## src/rtl/fpu_flag_pkg.sv

```systemverilog
package fpu_flag_pkg;
  localparam int unsigned WORD_W    = 32;
  localparam int unsigned NUM_FLAGS = 5;   // underflow..summary
  localparam int unsigned VAL_LSB   = 3;
  localparam int unsigned MASK_LSB  = 11;
  localparam int unsigned FX_VAL    = 2;
  localparam int unsigned FX_EN     = 10;
  localparam int unsigned SUM_IDX   = NUM_FLAGS - 1;
  localparam int unsigned NUM_EXC   = NUM_FLAGS - 1;
endpackage

```

## src/rtl/fpu_flag_upd_decode.sv

```systemverilog
module fpu_flag_upd_decode
  import fpu_flag_pkg::*;
(
  input  logic [WORD_W-1:0]    word_i,
  output logic [NUM_FLAGS-1:0] load_o,
  output logic                 fx_en_o,
  output logic                 fx_val_o
);
  always_comb begin
    load_o   = word_i[VAL_LSB +: NUM_FLAGS] & word_i[MASK_LSB +: NUM_FLAGS];
    fx_en_o  = word_i[FX_EN];
    fx_val_o = word_i[FX_VAL];
  end
endmodule

```

## src/rtl/fpu_flag_cell.sv

```systemverilog
module fpu_flag_cell (
  input  logic clk_i,
  input  logic rst_ni,
  input  logic upd_i,
  input  logic ld_en_i,
  input  logic ld_val_i,
  input  logic set_i,
  output logic q_o
);
  logic q_d;

  always_comb begin
    if (upd_i) q_d = ld_en_i ? ld_val_i : q_o;
    else       q_d = q_o | set_i;
  end

  always_ff @(posedge clk_i or negedge rst_ni) begin
    if (!rst_ni) q_o <= 1'b0;
    else         q_o <= q_d;
  end

  a_r8_upd_ignores_set: assert property (@(posedge clk_i) disable iff (!rst_ni)
    (upd_i && !ld_en_i) |=> $stable(q_o));
endmodule

```

## src/rtl/fpu_status_flags.sv

```systemverilog
module fpu_status_flags
  import fpu_flag_pkg::*;
(
  input  logic                 clk_i,
  input  logic                 rst_ni,
  input  logic                 upd_valid_i,
  input  logic [WORD_W-1:0]    upd_word_i,
  input  logic [NUM_EXC-1:0]   exc_set_i,
  input  logic                 inexact_set_i,
  output logic [NUM_FLAGS-1:0] flags_o,
  output logic                 inexact_o
);
  logic [NUM_FLAGS-1:0] load;
  logic                 fx_en, fx_val;
  logic                 any_set;

  fpu_flag_upd_decode i_dec (
    .word_i  (upd_word_i),
    .load_o  (load),
    .fx_en_o (fx_en),
    .fx_val_o(fx_val)
  );

  assign any_set = (|exc_set_i) | inexact_set_i;

  for (genvar k = 0; k < NUM_FLAGS; k++) begin : g_flag
    logic set_k;
    if (k == SUM_IDX) begin : g_sum
      assign set_k = any_set;
    end else begin : g_exc
      assign set_k = exc_set_i[k];
    end
    fpu_flag_cell i_cell (
      .clk_i   (clk_i),
      .rst_ni  (rst_ni),
      .upd_i   (upd_valid_i),
      .ld_en_i (1'b1),
      .ld_val_i(load[k]),
      .set_i   (set_k),
      .q_o     (flags_o[k])
    );
  end

  fpu_flag_cell i_fx (
    .clk_i   (clk_i),
    .rst_ni  (rst_ni),
    .upd_i   (upd_valid_i),
    .ld_en_i (fx_en),
    .ld_val_i(fx_val),
    .set_i   (inexact_set_i),
    .q_o     (inexact_o)
  );

  a_r1_reset_clear: assert property (@(posedge clk_i) !rst_ni |-> (flags_o == '0 && !inexact_o));
  a_r2_masked_load: assert property (@(posedge clk_i) disable iff (!rst_ni)
    upd_valid_i |=> flags_o == ($past(upd_word_i[VAL_LSB +: NUM_FLAGS]) &
                                $past(upd_word_i[MASK_LSB +: NUM_FLAGS])));
  a_r4_fx_load: assert property (@(posedge clk_i) disable iff (!rst_ni)
    (upd_valid_i && upd_word_i[FX_EN]) |=> inexact_o == $past(upd_word_i[FX_VAL]));
  a_r5_fx_hold: assert property (@(posedge clk_i) disable iff (!rst_ni)
    (upd_valid_i && !upd_word_i[FX_EN]) |=> $stable(inexact_o));
  a_r6_sticky: assert property (@(posedge clk_i) disable iff (!rst_ni)
    !upd_valid_i |=> (flags_o & $past(flags_o)) == $past(flags_o));
  a_r7_summary: assert property (@(posedge clk_i) disable iff (!rst_ni)
    (!upd_valid_i && ((|exc_set_i) || inexact_set_i)) |=> flags_o[SUM_IDX]);
endmodule

```

## config.mk

```make
export PLATFORM = sky130hd
export DESIGN_NAME = fpu_status_flags
export DESIGN_NICKNAME = d
export VERILOG_FILES = /design/src/rtl/fpu_flag_pkg.sv /design/src/rtl/fpu_flag_upd_decode.sv /design/src/rtl/fpu_flag_cell.sv /design/src/rtl/fpu_status_flags.sv
export SDC_FILE = /design/constraint.sdc
export NUM_CORES = 1
export LEC_CHECK = 0
export BUFFER_PORTS_ARGS = -buffer_cell sky130_fd_sc_hd__buf_4
export CAP_MARGIN = 10
export CORE_AREA = 2 2 39 41
export CTS_CLUSTER_SIZE = 10
export DETAILED_ROUTE_END_ITERATION = 8
export DIE_AREA = 0 0 41 43
export PLACE_DENSITY = 0.73
export SLEW_MARGIN = 5
export SYNTH_ARGS = -nofsm -noshare
export SYNTH_HDL_FRONTEND = slang
export SYNTH_SLANG_ARGS = --single-unit
```

## constraint.sdc

```tcl
create_clock -name clk_i -period 1.1 [get_ports clk_i]
set_input_delay 0.165 -clock clk_i [delete_from_list [all_inputs] [get_ports clk_i]]
set_output_delay 0.165 -clock clk_i [all_outputs]
set_load 0.02 [all_outputs]
```

# --- After elaboration in Yosys (flattened, before gate mapping) ---
# Index checks and enable logic that the tools add are counted.
word_totals:
  reg_bits: 6
op_classes:
  n_eq_ne: 1
  mux: 7
  n_bitwise: 8
  reduce_logical: 1
op_table:
  columns: ["cell", "n"]
  rows:
  - ["$mux 1", 7]
  - ["$or 1x1->1", 7]
  - ["$and 5x5->5", 1]
  - ["$reduce_or 4->1", 1]
  - ["$ne 2x1->1 const B", 1]

# --- Depth between registers and ports, before layout ---
depth:
  ltp_word: 4
  depth_mapped: 3
  ltp_nobuf: 2

# --- Hierarchy ---
# From an unflattened synthesis, not the netlist that was laid out.
unflattened:
  hier_cells: 35
  hier_area_um2: 332.8
by_module_without_submodules:
  columns: ["module", "n_inst", "cells_each", "area_per_inst_um2"]
  rows:
  - ["fpu_flag_cell", 6, 4, 45.0]
  - ["fpu_flag_upd_decode", 1, 7, 46.3]
  - ["fpu_status_flags", 1, 4, 16.3]

# --- Worst setup path after synthesis ---
# No wires, ideal clock.
synth_path:
  path_type: "reg-to-reg"
  startpoint: "reg i_fx.q_o"
  endpoint: "reg i_fx.q_o"
  setup_ps: 124
  arrival_ps: 650
  required_ps: 976
  path_slack_ps: 325
  path_stages_with_launch: 3
  path_buffers: 0
  cell_sequence: "dfrtp_1 -> mux2i_1 -> a21oi_1"
synth_between:
  elab_chain_len: 2
synth_lines:
  columns: ["element", "line_no", "source"]
  rows:
  - ["start, declared", "fpu_flag_cell.sv:8", "output logic q_o"]
  - ["start signal, assigned", "fpu_flag_cell.sv:19", "else q_o <= q_d;"]
  - ["$or 1x1->1", "fpu_flag_cell.sv:14", "else q_d = q_o | set_i;"]
  - ["$mux 1", "fpu_flag_cell.sv:13", "if (upd_i) q_d = ld_en_i ? ld_val_i : q_o;"]
# No other way between the ends.
# A chain may end at the register's enable or synchronous reset.

# --- Final worst setup path ---
layout_path:
  startpoint: "reg i_fx.q_o"
  endpoint: "out inexact_o"
layout_lines:
  columns: ["element", "line_no", "source"]
  rows:
  - ["end, declared", "fpu_status_flags.sv:11", "output logic inexact_o"]
# No word-level cell between the ends.

==> parameters.txt <==
Parameter                              Value

Run status
  Outcome    complete, no violations

Power and ir drop
  Power density normalized to cell area    1210 nW/um2
  Static Leak    0.240 nW
  Max VDD drop    0.407 mV

Yosys
  Share of flip-flops with an asynchronous set or reset    100%
  Number of enable flip-flop cells after synthesis    0
  Ranking of synthesized cells by area    dfrtp_1 (50%), buf_4 (12%), nand3_1 (6.6%)
  Predominant post-synthesis flop cell    dfrtp_1
  Post-synth design cell area    303 um2
  Cell variety after synth    12
  Total nets after synthesis    71
  Area fraction of the dominant cell type after synthesis    49.6%
  Leading cell type by number of instances after synthesis    dfrtp_1
  Number of warnings reported in the yosys synthesis log    0
  Post-synthesis average cell area    9.77 um2
  Sequential area share after synthesis    49.6%
  Register bit count reported by yosys    6
  Synthesized instance count    31
  Cell type with the highest aggregate area in the netlist    dfrtp_1
  Most frequent cells after synthesis    dfrtp_1 (6), buf_4 (5), nand3_1 (4), nor2_1 (4), o21ai_0 (4)

Clock tree
  Clock H-tree levels    1
  Post CTS Setup Buffer Count    0
  Worst skew pair latency    0.24 ns
  Clock buffer count from CTS    3
  Number of buffers inserted by hold repair at cts    1
  CTS sink cnt    6
  Count of cells resized by post-cts repair    0
  Clk buf depth    2
  CTS tree    built
  Root buffer cell    clkbuf_4
  Clock transition at the registers of the reported paths    0.05 ns

Floorplanning
  Initial Util    21.9%
  Floorplan die area    1760 um2
  Horizontal die dimension    41 um
  Height of the die    43 um
  Std-Cell Core Area    1380 um2
  IO Pins    46
  Std-Cell Rows    14

STA
  Unrepaired setup endpoints after global routing    no
  Pins Over Slew Limit    0
  Portion of the clock cycle consumed by the worst path in the final layout    86.1%
  Total Neg Setup Slack    0 ns
  Pin slew with the least headroom to its limit    0.192 ns
  Final critical delay including setup and external delays    0.947 ns
  Timing-limited maximum frequency    1060 MHz
  Setup violations, final    0
  Worst hold slack across all endpoints    0.164 ns
  Endpoints failing hold    0
  Worst max-slew margin expressed relative to the limit    87.1%
  Worst setup skew after layout    0 ns

Route
  Average routed wire per standard cell    10.7 um
  Number of violations reported at the end of detailed-routing iteration 0    2
  Total detailed-routing wirelength    751 um
  DRC errors left    0
  Total iterations of the first detailed-routing run    2
  Post-DRT Antenna Nets    0
  Total via count after detailed routing    294
  Number of vias per cell    4.20

Global routing
  Maximum number of pins on one net before global-route repair    13
  Initial antenna violation count    0
  Global-route congestion overflow total    0
  All-Layer GR Usage    9.49%
  Global-route wire length before repair    1.06 mm
  Number of global-route vias before repair    265

Finish
  Final net count    96
  Layout Cell Area excl Fill    494 um2
  Number of inserted diodes    0
  Sequential standard cell area    150 um2
  Area used by multi-input combinational logic    104 um2
  Area delta synth->final    63.2%
  Share of post-route cells with drive strength above 1    53.7%
  Final-layout fill cell count    147

Placement
  IO buf count    25
  Post-detailed-placement half-perimeter wirelength    621 um
  Placed standard-cell area    462 um2
  Weighted congestion at the end of routability-driven global placement    0.701

Hold path
  Class of the worst hold path    in2reg
  Beginning of the worst hold path    upd_word_i[14]

Setup path
  Slowest stage cell on the critical path    dfrtp_1
  CP required    0.94 ns
  Startpoint of the most critical register-to-register path    g_flag[4].i_cell.q_o
  Critical path class    reg2out
  Max incr delay on CP    0.38 ns
  Cell family contributing the most delay on the critical path    flip-flops
  First element of the critical path    i_fx.q_o
  Data arrival time of the critical path    0.78 ns
  Crit-path max FO    3
  FF-to-FF setup slack    0.34 ns
  Critical path cell sequence    buf_4
  Kind of launch point of the worst setup path    flop
  Worst path buffer plus inverter count    1
  Endpoint class of the critical path    primary output

Job
  Max capacitance violation total    0
## flip-flops by register name, summed over array words and instances (netlist names)
register and cells:
g_flag.i_cell.q_o 5, i_fx.q_o 1
## per-layer routing
| metal | up-vias | GRT usage (%) | part of all wire [%] |
|---|---|---|---|
| met3 | 0 | 4.71 | 15 |
| met2 | 20 | 15.0 | 50 |
| met4 | 0 | 4.00 | 0 |
| met1 | 123 | 10.1 | 35 |
| li1 | 151 | - | - |
| met5 | - | 0 | 0 |
## cell families (layout without fill, tap and decap cells)
kind of cell | Yosys count | after routing | synth area share (%)
flip-flops | 6 | 6 | 49.6
AO/OA/AOI/OAI | 6 | 6 | 10.7
AND/OR/NAND/NOR | 12 | 12 | 20.2
buffers and inverters | 6 | 29 | 16.1
multiplexers | 1 | 1 | 3.31
## path summary, 6_finish.rpt
check                      cells after the start                    to
max                                            1             inexact_o
min                                            3  g_flag[3].i_cell.q_o
max reg2reg                                    2  g_flag[4].i_cell.q_o
min reg2reg                                    2  g_flag[2].i_cell.q_o
max in group asynchronous                      2  g_flag[1].i_cell.q_o
min in group asynchronous                      2  g_flag[2].i_cell.q_o
## cell type report
type,count,share of cell area (%)
Clock buffer,3,4.56
Multi-Input combinational cell,19,21.0
Tap cell,16,4.05
Sequential cell,6,30.4
Timing Repair Buffer,26,40.0
## power by group
group          switching, mW  total (mW)  leakage (nW)  internal [mW]
sequential            0.0105       0.251        0.0691          0.240
clock                 0.0790       0.202        0.0138          0.123
combinational         0.0635       0.144         0.157         0.0810
## through the flow
stage,power [mW],std cells,utilization (%),setup slack (ns)
2_1_floorplan,0.327,31,-,0.325
3_3_place_gp,0.394,66,33.4,0.303
3_5_place_dp,0.399,66,33.4,0.311
4_1_cts,0.620,70,35.7,0.139
5_1_grt,0.634,70,35.7,0.132
6_report,0.598,70,35.7,0.153
## cells in the final DEF (no fill, tap or decap)
cell type / instances
dlygate4sd3_1: 1
nor3_1: 2
mux2i_1: 1
nand2_1: 1
dfrtp_1: 6
nor2_1: 4
buf_4: 25
clkbuf_4: 3
a21oi_1: 1
nor4_2: 1
nand3_1: 4
o21ai_0: 4
a22oi_1: 1
(Power assumes the default switching activity.)
